==> config.mk <==
export PLATFORM = sky130hd
export DESIGN_NAME = i2c_bus_unjam
export DESIGN_NICKNAME = d
export VERILOG_FILES = /design/src/rtl/i2c_unjam_pkg.sv /design/src/rtl/unjam_timer.sv /design/src/rtl/unjam_pin_mux.sv /design/src/rtl/i2c_bus_unjam.sv
export SDC_FILE = /design/constraint.sdc
export NUM_CORES = 1
export LEC_CHECK = 0
export ABC_AREA = 1
export ABC_CLOCK_PERIOD_IN_PS = 3500
export CAP_MARGIN = 15
export CORE_MARGIN = 2
export CORE_UTILIZATION = 30
export CTS_CLUSTER_SIZE = 8
export DETAILED_ROUTE_END_ITERATION = 6
export SYNTH_ARGS = -nofsm -noshare
export SYNTH_HDL_FRONTEND = slang
export SYNTH_SLANG_ARGS = --single-unit
==> constraint.sdc <==
create_clock -name clk -period 3.5 [get_ports clk]
set_clock_uncertainty 0.2 [all_clocks]
set_input_delay 0.7 -clock clk [delete_from_list [all_inputs] [get_ports clk]]
set_output_delay 0.7 -clock clk [all_outputs]
set_load 0.005 [all_outputs]
==> src/rtl/i2c_unjam_pkg.sv <==
package i2c_unjam_pkg;

    typedef enum logic [3:0] {
        ST_IDLE,
        ST_LOOP,
        ST_SCL_LO,
        ST_SDA_LO,
        ST_SCL_REL,
        ST_WAIT_SHORT,
        ST_WAIT_LONG,
        ST_SDA_REL,
        ST_SETTLE,
        ST_DONE
    } unjam_state_e;

    typedef struct packed {
        logic own;
        logic scl_low;
        logic sda_low;
    } pin_ctl_t;

endpackage

==> src/rtl/unjam_timer.sv <==
module unjam_timer #(
    parameter int W = 8
) (
    input  logic         clk,
    input  logic         rst_n,
    input  logic         load,
    input  logic [W-1:0] load_val,
    output logic         zero
);
    logic [W-1:0] cnt_d, cnt_q;

    always_comb begin
        cnt_d = cnt_q;
        if (load)
            cnt_d = load_val;
        else if (cnt_q != '0)
            cnt_d = cnt_q - 1'b1;
    end

    always_ff @(posedge clk or negedge rst_n) begin
        if (!rst_n) cnt_q <= '0;
        else        cnt_q <= cnt_d;
    end

    assign zero = (cnt_q == '0);
endmodule

==> src/rtl/unjam_pin_mux.sv <==
module unjam_pin_mux
    import i2c_unjam_pkg::*;
(
    input  pin_ctl_t seq,
    input  logic     busy,
    input  logic     ctl_scl_oe,
    input  logic     ctl_sda_oe,
    input  logic     ctl_irq,
    output logic     scl_oe,
    output logic     sda_oe,
    output logic     irq
);
    always_comb begin
        if (seq.own) begin
            scl_oe = seq.scl_low;
            sda_oe = seq.sda_low;
        end else begin
            scl_oe = ctl_scl_oe;
            sda_oe = ctl_sda_oe;
        end
        irq = ctl_irq & ~busy;
    end
endmodule

==> src/rtl/i2c_bus_unjam.sv <==
module i2c_bus_unjam
    import i2c_unjam_pkg::*;
#(
    parameter int MAX_PULSES = 9,
    parameter int STEP_CYC   = 500,
    parameter int SHORT_CYC  = 2500,
    parameter int LONG_CYC   = 1000000,
    parameter int SETTLE_CYC = 1000
) (
    input  logic clk,
    input  logic rst_n,
    input  logic start_i,
    input  logic bus_active_i,
    input  logic tx_full_i,
    input  logic ctl_scl_oe_i,
    input  logic ctl_sda_oe_i,
    input  logic ctl_irq_i,
    input  logic scl_in_i,
    input  logic sda_in_i,
    output logic scl_oe_o,
    output logic sda_oe_o,
    output logic irq_o,
    output logic busy_o,
    output logic done_o,
    output logic ok_o,
    output logic [$clog2(MAX_PULSES+1)-1:0] pulses_o
);
    localparam int CW    = $clog2(MAX_PULSES + 1);
    localparam int MAX_A = (STEP_CYC > SHORT_CYC) ? STEP_CYC : SHORT_CYC;
    localparam int MAX_B = (LONG_CYC > SETTLE_CYC) ? LONG_CYC : SETTLE_CYC;
    localparam int MAXD  = (MAX_A > MAX_B) ? MAX_A : MAX_B;
    localparam int TW    = $clog2(MAXD + 1);

    localparam logic [TW-1:0] STEP_LD   = TW'(STEP_CYC - 1);
    localparam logic [TW-1:0] SHORT_LD  = TW'(SHORT_CYC - 1);
    localparam logic [TW-1:0] LONG_LD   = TW'(LONG_CYC - 1);
    localparam logic [TW-1:0] SETTLE_LD = TW'(SETTLE_CYC - 1);

    typedef struct packed {
        unjam_state_e     st;
        logic [CW-1:0]    cnt;
        logic             seen;
        logic             ok;
    } core_t;

    core_t core_d, core_q;
    logic          tmr_load;
    logic [TW-1:0] tmr_val;
    logic          tmr_zero;
    pin_ctl_t      pins;

    unjam_timer #(.W(TW)) u_timer (
        .clk      (clk),
        .rst_n    (rst_n),
        .load     (tmr_load),
        .load_val (tmr_val),
        .zero     (tmr_zero)
    );

    // next-state logic
    always_comb begin
        core_d   = core_q;
        tmr_load = 1'b0;
        tmr_val  = '0;
        unique case (core_q.st)
            ST_IDLE: begin
                if (start_i) begin
                    core_d.cnt  = '0;
                    core_d.seen = 1'b0;
                    if (bus_active_i || tx_full_i) begin
                        core_d.st = ST_LOOP;
                        core_d.ok = 1'b0;
                    end else begin
                        core_d.st = ST_DONE;
                        core_d.ok = 1'b1;
                    end
                end
            end
            ST_LOOP: begin
                if ((sda_in_i && core_q.seen) || core_q.cnt == CW'(MAX_PULSES)) begin
                    core_d.st = ST_SETTLE;
                    tmr_load  = 1'b1;
                    tmr_val   = SETTLE_LD;
                end else begin
                    core_d.cnt  = core_q.cnt + 1'b1;
                    core_d.seen = 1'b0;
                    core_d.st   = ST_SCL_LO;
                    tmr_load    = 1'b1;
                    tmr_val     = STEP_LD;
                end
            end
            ST_SCL_LO: begin
                if (tmr_zero) begin
                    core_d.st = ST_SDA_LO;
                    tmr_load  = 1'b1;
                    tmr_val   = STEP_LD;
                end
            end
            ST_SDA_LO: begin
                if (tmr_zero) begin
                    core_d.st = ST_SCL_REL;
                    tmr_load  = 1'b1;
                    tmr_val   = STEP_LD;
                end
            end
            ST_SCL_REL: begin
                if (tmr_zero) begin
                    tmr_load = 1'b1;
                    if (scl_in_i) begin
                        core_d.seen = 1'b1;
                        core_d.st   = ST_SDA_REL;
                        tmr_val     = STEP_LD;
                    end else begin
                        core_d.st = ST_WAIT_SHORT;
                        tmr_val   = SHORT_LD;
                    end
                end
            end
            ST_WAIT_SHORT: begin
                if (tmr_zero) begin
                    tmr_load = 1'b1;
                    if (scl_in_i) begin
                        core_d.seen = 1'b1;
                        core_d.st   = ST_SDA_REL;
                        tmr_val     = STEP_LD;
                    end else begin
                        core_d.st = ST_WAIT_LONG;
                        tmr_val   = LONG_LD;
                    end
                end
            end
            ST_WAIT_LONG: begin
                if (tmr_zero) begin
                    core_d.seen = scl_in_i;
                    core_d.st   = ST_SDA_REL;
                    tmr_load    = 1'b1;
                    tmr_val     = STEP_LD;
                end
            end
            ST_SDA_REL: begin
                if (tmr_zero) core_d.st = ST_LOOP;
            end
            ST_SETTLE: begin
                if (tmr_zero) begin
                    core_d.ok = ~bus_active_i;
                    core_d.st = ST_DONE;
                end
            end
            ST_DONE: core_d.st = ST_IDLE;
            default: core_d.st = ST_IDLE;
        endcase
    end

    always_ff @(posedge clk or negedge rst_n) begin
        if (!rst_n) begin
            core_q.st   <= ST_IDLE;
            core_q.cnt  <= '0;
            core_q.seen <= 1'b0;
            core_q.ok   <= 1'b0;
        end else begin
            core_q <= core_d;
        end
    end

    // pin ownership decoded from the current phase
    always_comb begin
        pins.own     = 1'b0;
        pins.scl_low = 1'b0;
        pins.sda_low = 1'b0;
        unique case (core_q.st)
            ST_LOOP, ST_SDA_REL:  pins.own = 1'b1;
            ST_SCL_LO: begin
                pins.own     = 1'b1;
                pins.scl_low = 1'b1;
            end
            ST_SDA_LO: begin
                pins.own     = 1'b1;
                pins.scl_low = 1'b1;
                pins.sda_low = 1'b1;
            end
            ST_SCL_REL, ST_WAIT_SHORT, ST_WAIT_LONG: begin
                pins.own     = 1'b1;
                pins.sda_low = 1'b1;
            end
            default: ;
        endcase
    end

    assign busy_o   = (core_q.st != ST_IDLE);
    assign done_o   = (core_q.st == ST_DONE);
    assign ok_o     = core_q.ok;
    assign pulses_o = core_q.cnt;

    unjam_pin_mux u_mux (
        .seq        (pins),
        .busy       (busy_o),
        .ctl_scl_oe (ctl_scl_oe_i),
        .ctl_sda_oe (ctl_sda_oe_i),
        .ctl_irq    (ctl_irq_i),
        .scl_oe     (scl_oe_o),
        .sda_oe     (sda_oe_o),
        .irq        (irq_o)
    );


    pulse_limit_chk: assert property (@(posedge clk) disable iff (!rst_n)
        pulses_o <= CW'(MAX_PULSES));


    pulse_step_chk: assert property (@(posedge clk) disable iff (!rst_n)
        busy_o |=> (pulses_o == $past(pulses_o)) || (pulses_o == $past(pulses_o) + 1'b1) || !$past(busy_o) || (pulses_o == '0));


    done_single_chk: assert property (@(posedge clk) disable iff (!rst_n)
        done_o |=> !done_o);


    start_ignored_chk: assert property (@(posedge clk) disable iff (!rst_n)
        (busy_o && !done_o && start_i) |=> busy_o);


    result_hold_chk: assert property (@(posedge clk) disable iff (!rst_n)
        (!busy_o && !start_i) |=> ($stable(ok_o) && $stable(pulses_o)));


    irq_mask_chk: assert property (@(posedge clk) disable iff (!rst_n)
        busy_o |-> !irq_o);


    idle_pass_chk: assert property (@(posedge clk) disable iff (!rst_n)
        !busy_o |-> (scl_oe_o == ctl_scl_oe_i && sda_oe_o == ctl_sda_oe_i && irq_o == ctl_irq_i));
endmodule

==> impl_metrics.json <==
{
  "status": "finished, final reports clean",
  "slew_headroom": 0.734,
  "floorplan.initialDensity": 0.312,
  "antenna_found_initial": 0,
  "internal_power_mw": 1.07,
  "netlist_instances": 302,
  "postRouteAntennaNets": 0,
  "max_freq_mhz": 344,
  "r2r_cells": 10,
  "postSynthAreaPerCell_um2": 7.53,
  "synth_cell_types": 34,
  "drv_cap": 0,
  "worst_skew_pair.late_latency_ns": 0.29,
  "wl_per_cell_um": 12.2,
  "h-tree-depth": 2,
  "hpwl_um": 3990,
  "maxSlewViolCount": 0,
  "drive_gt1_frac": 0.194,
  "post-route-min-period_ns": 2.91,
  "cp-end-kind": "primary output",
  "swShare": 0.465,
  "hp-start": "u_timer.cnt_q[1]",
  "grt_max_degree": 31,
  "die_x_um": 91.1,
  "syn_to_final_growth_pct": 16.8,
  "worstPathMaxFanout": 6,
  "dp.cells": 416,
  "rsz0062_at_grt": "no",
  "critical_path.startpoint": "core_q[9]",
  "holdPathStages": 2,
  "n_antenna_cell": 0,
  "syn-num-nets": 316,
  "post_cts_buffers": 0,
  "ctsHoldBuffers": 0,
  "nFillCells": 802,
  "synth-seq-area-share": 0.330,
  "ir_worst_vdd_v": 0.000330,
  "cts_tree": "yes",
  "crit_type": "reg -> out",
  "crit_slowest_cell": "clkdlybuf4s50_1",
  "min_path_type": "reg -> reg",
  "cp.arrival_ns": 2.01,
  "gp_congestion": 0.891,
  "final_util": 0.364,
  "synth_area_mm2": 0.00227,
  "drcViolationCount": 0,
  "total_leakage_power_nw": 1.20,
  "drt_iter0_markers": 57,
  "worstPathRequired_ns": 2.60,
  "cts_buffers": 5,
  "final-hold-violation-count": 0,
  "std_cell_rows": 31,
  "cts_sinks": 30,
  "combPwrFrac": 0.551,
  "grt-ovfl-total": 0,
  "ys_warn_count": 0,
  "max_stage_delay_ns": 0.50,
  "pwr-share-clk": 0.169,
  "synth_seq_cells": 30,
  "fin_cells": 424,
  "p_sw_uw": 931,
  "start_kind": "flop",
  "avgViaCountPerCell": 4.58,
  "num_vias": 1942,
  "post_cts_resized": 0,
  "cts-root-buf": "clkbuf_8",
  "core-area_mm2": 0.00729,
  "grt_use_total": 0.133,
  "cp_cell_sequence": "inv_2, nand2_1, nor2_1, nor2_1, o21ai_0, inv_1, nand2_1, clkdlybuf4s50_1",
  "setup_violations": 0,
  "clockBufferDepth": 2,
  "fin_tns_setup_ns": 0,
  "io_buffer_count": 19,
  "grt_pass1_vias": 1950,
  "grt_pass1_wl_um": 8980,
  "die_h_um": 91.1,
  "cts.clk_slew.worst_paths_ns": 0.07,
  "worst_pin_slew_ns": 0.399,
  "nNetsFinal": 338,
  "first_pass_iters": 4,
  "io_pins": 20,
  "post-route-period-util": 0.830,
  "powerDensity_mw_per_mm2": 755,
  "power_frac_seq": 0.279,
  "worstReg2RegStart": "u_timer.cnt_q[0]",
  "die_area_mm2": 0.00829,
  "drt_wl_total_um": 5170
}
==> worst max-delay path, delay by kind of cell, from the launching register on <==
kind            cells  cell delay (ns)
compound gates      1             0.11
buf+inv             3             0.69
simple gates        4             0.47
flops               1             0.45
==> cells in the final DEF, fill, tap and decap left out, types with 7 or more instances in the layout <==
cell type	instances
nand2_1	60
nor2_1	48
dfrtp_1	30
inv_1	27
clkdlybuf4s50_1	19
nand2_2	14
nand3_1	13
a21oi_1	13
o21ai_0	10
nor2_4	10
xnor2_1	9
nor2_2	8
clkbuf_8	8
inv_2	7
xor2_1	7
==> flip-flops by register name, indices dropped and copies added (netlist names) <==
register and flops:
ok_o 1, pulses_o 4, u_timer.cnt_q 20, core_q 5
==> path summary, 6_finish.rpt <==
| path | endpoint | slack, ns |
|---|---|---|
| setup / recovery | sda_oe_o | 0.59 |
| hold / removal | u_timer.cnt_q[1] | 0.33 |
| setup reg to reg | u_timer.cnt_q[14] | 1.44 |
| hold reg to reg | u_timer.cnt_q[1] | 0.33 |
| min in group asynchronous | u_timer.cnt_q[7] | 0.60 |
| max in group asynchronous | core_q[6] | 2.21 |
==> power groups by stage <==
| stage | combinational, mW | clock [mW] | sequential, mW |
|---|---|---|---|
| after floorplan | 0.875 | 0 | 0.544 |
| after global placement | 1.10 | 0 | 0.565 |
| after detailed placement | 1.11 | 0 | 0.565 |
| after CTS | 1.12 | 0.345 | 0.560 |
| after global routing | 1.25 | 0.360 | 0.574 |
| final | 1.10 | 0.339 | 0.560 |
==> per-layer routing <==
layer / routed length, um / vias up / part of all wire / track usage
li1: - / 1006 / - / -
met2: 2330 / 38 / 0.45 / 0.218
met1: 2540 / 890 / 0.49 / 0.170
met3: 221 / 8 / 0.043 / 0.0349
met5: 0 / - / 0 / 0
met4: 78 / 0 / 0.015 / 0.0455
==> kinds of logic after synthesis <==
| family | after synthesis | synth area share |
|---|---|---|
| and+or+nand+nor | 175 | 0.405 |
| DFF | 30 | 0.330 |
| adders and majority gates | 4 | 0.0220 |
| buffers and inverters | 40 | 0.0820 |
| xor gates and xnor gates | 16 | 0.0616 |
| AOI/OAI and AO/OA | 37 | 0.0991 |
==> cells in the mapped netlist, drive strengths merged <==
master	n	area share
xnor2	9	0.035
o21ai	15	0.035
o41ai	1	0.0039
inv	35	0.060
dfrtp	30	0.33
o21bai	1	0.0033
xor2	7	0.027
a31oi	1	0.0028
nor3	7	0.018
buf	5	0.022
ha	4	0.022
o2111ai	2	0.0077
o31ai	1	0.0033
nor2	67	0.16
nand4	6	0.017
a21oi	16	0.043
nand3	16	0.045
nand2	79	0.17
==> metrics by stage <==
stage	cell area, um2	worst slack [ns]	total power, mW	hold slack (ns)
global placement	2540	0.802	1.67	0.308
CTS	2660	0.587	2.02	0.327
finish	2660	0.594	2.00	0.328
detailed placement	2540	0.768	1.67	0.309
global route	2660	0.387	2.19	0.368
floorplan	2270	1.51	1.42	0.204
==> final cells by class <==
class	count	area (um2)	area share
clock buffers	8	110	0.0415
inverters	35	136	0.0514
multi-input cells	232	1340	0.503
flip-flops and latches	30	751	0.283
well taps	99	124	0.0467
repair buffers	20	198	0.0745
(Power assumes the default switching activity.)
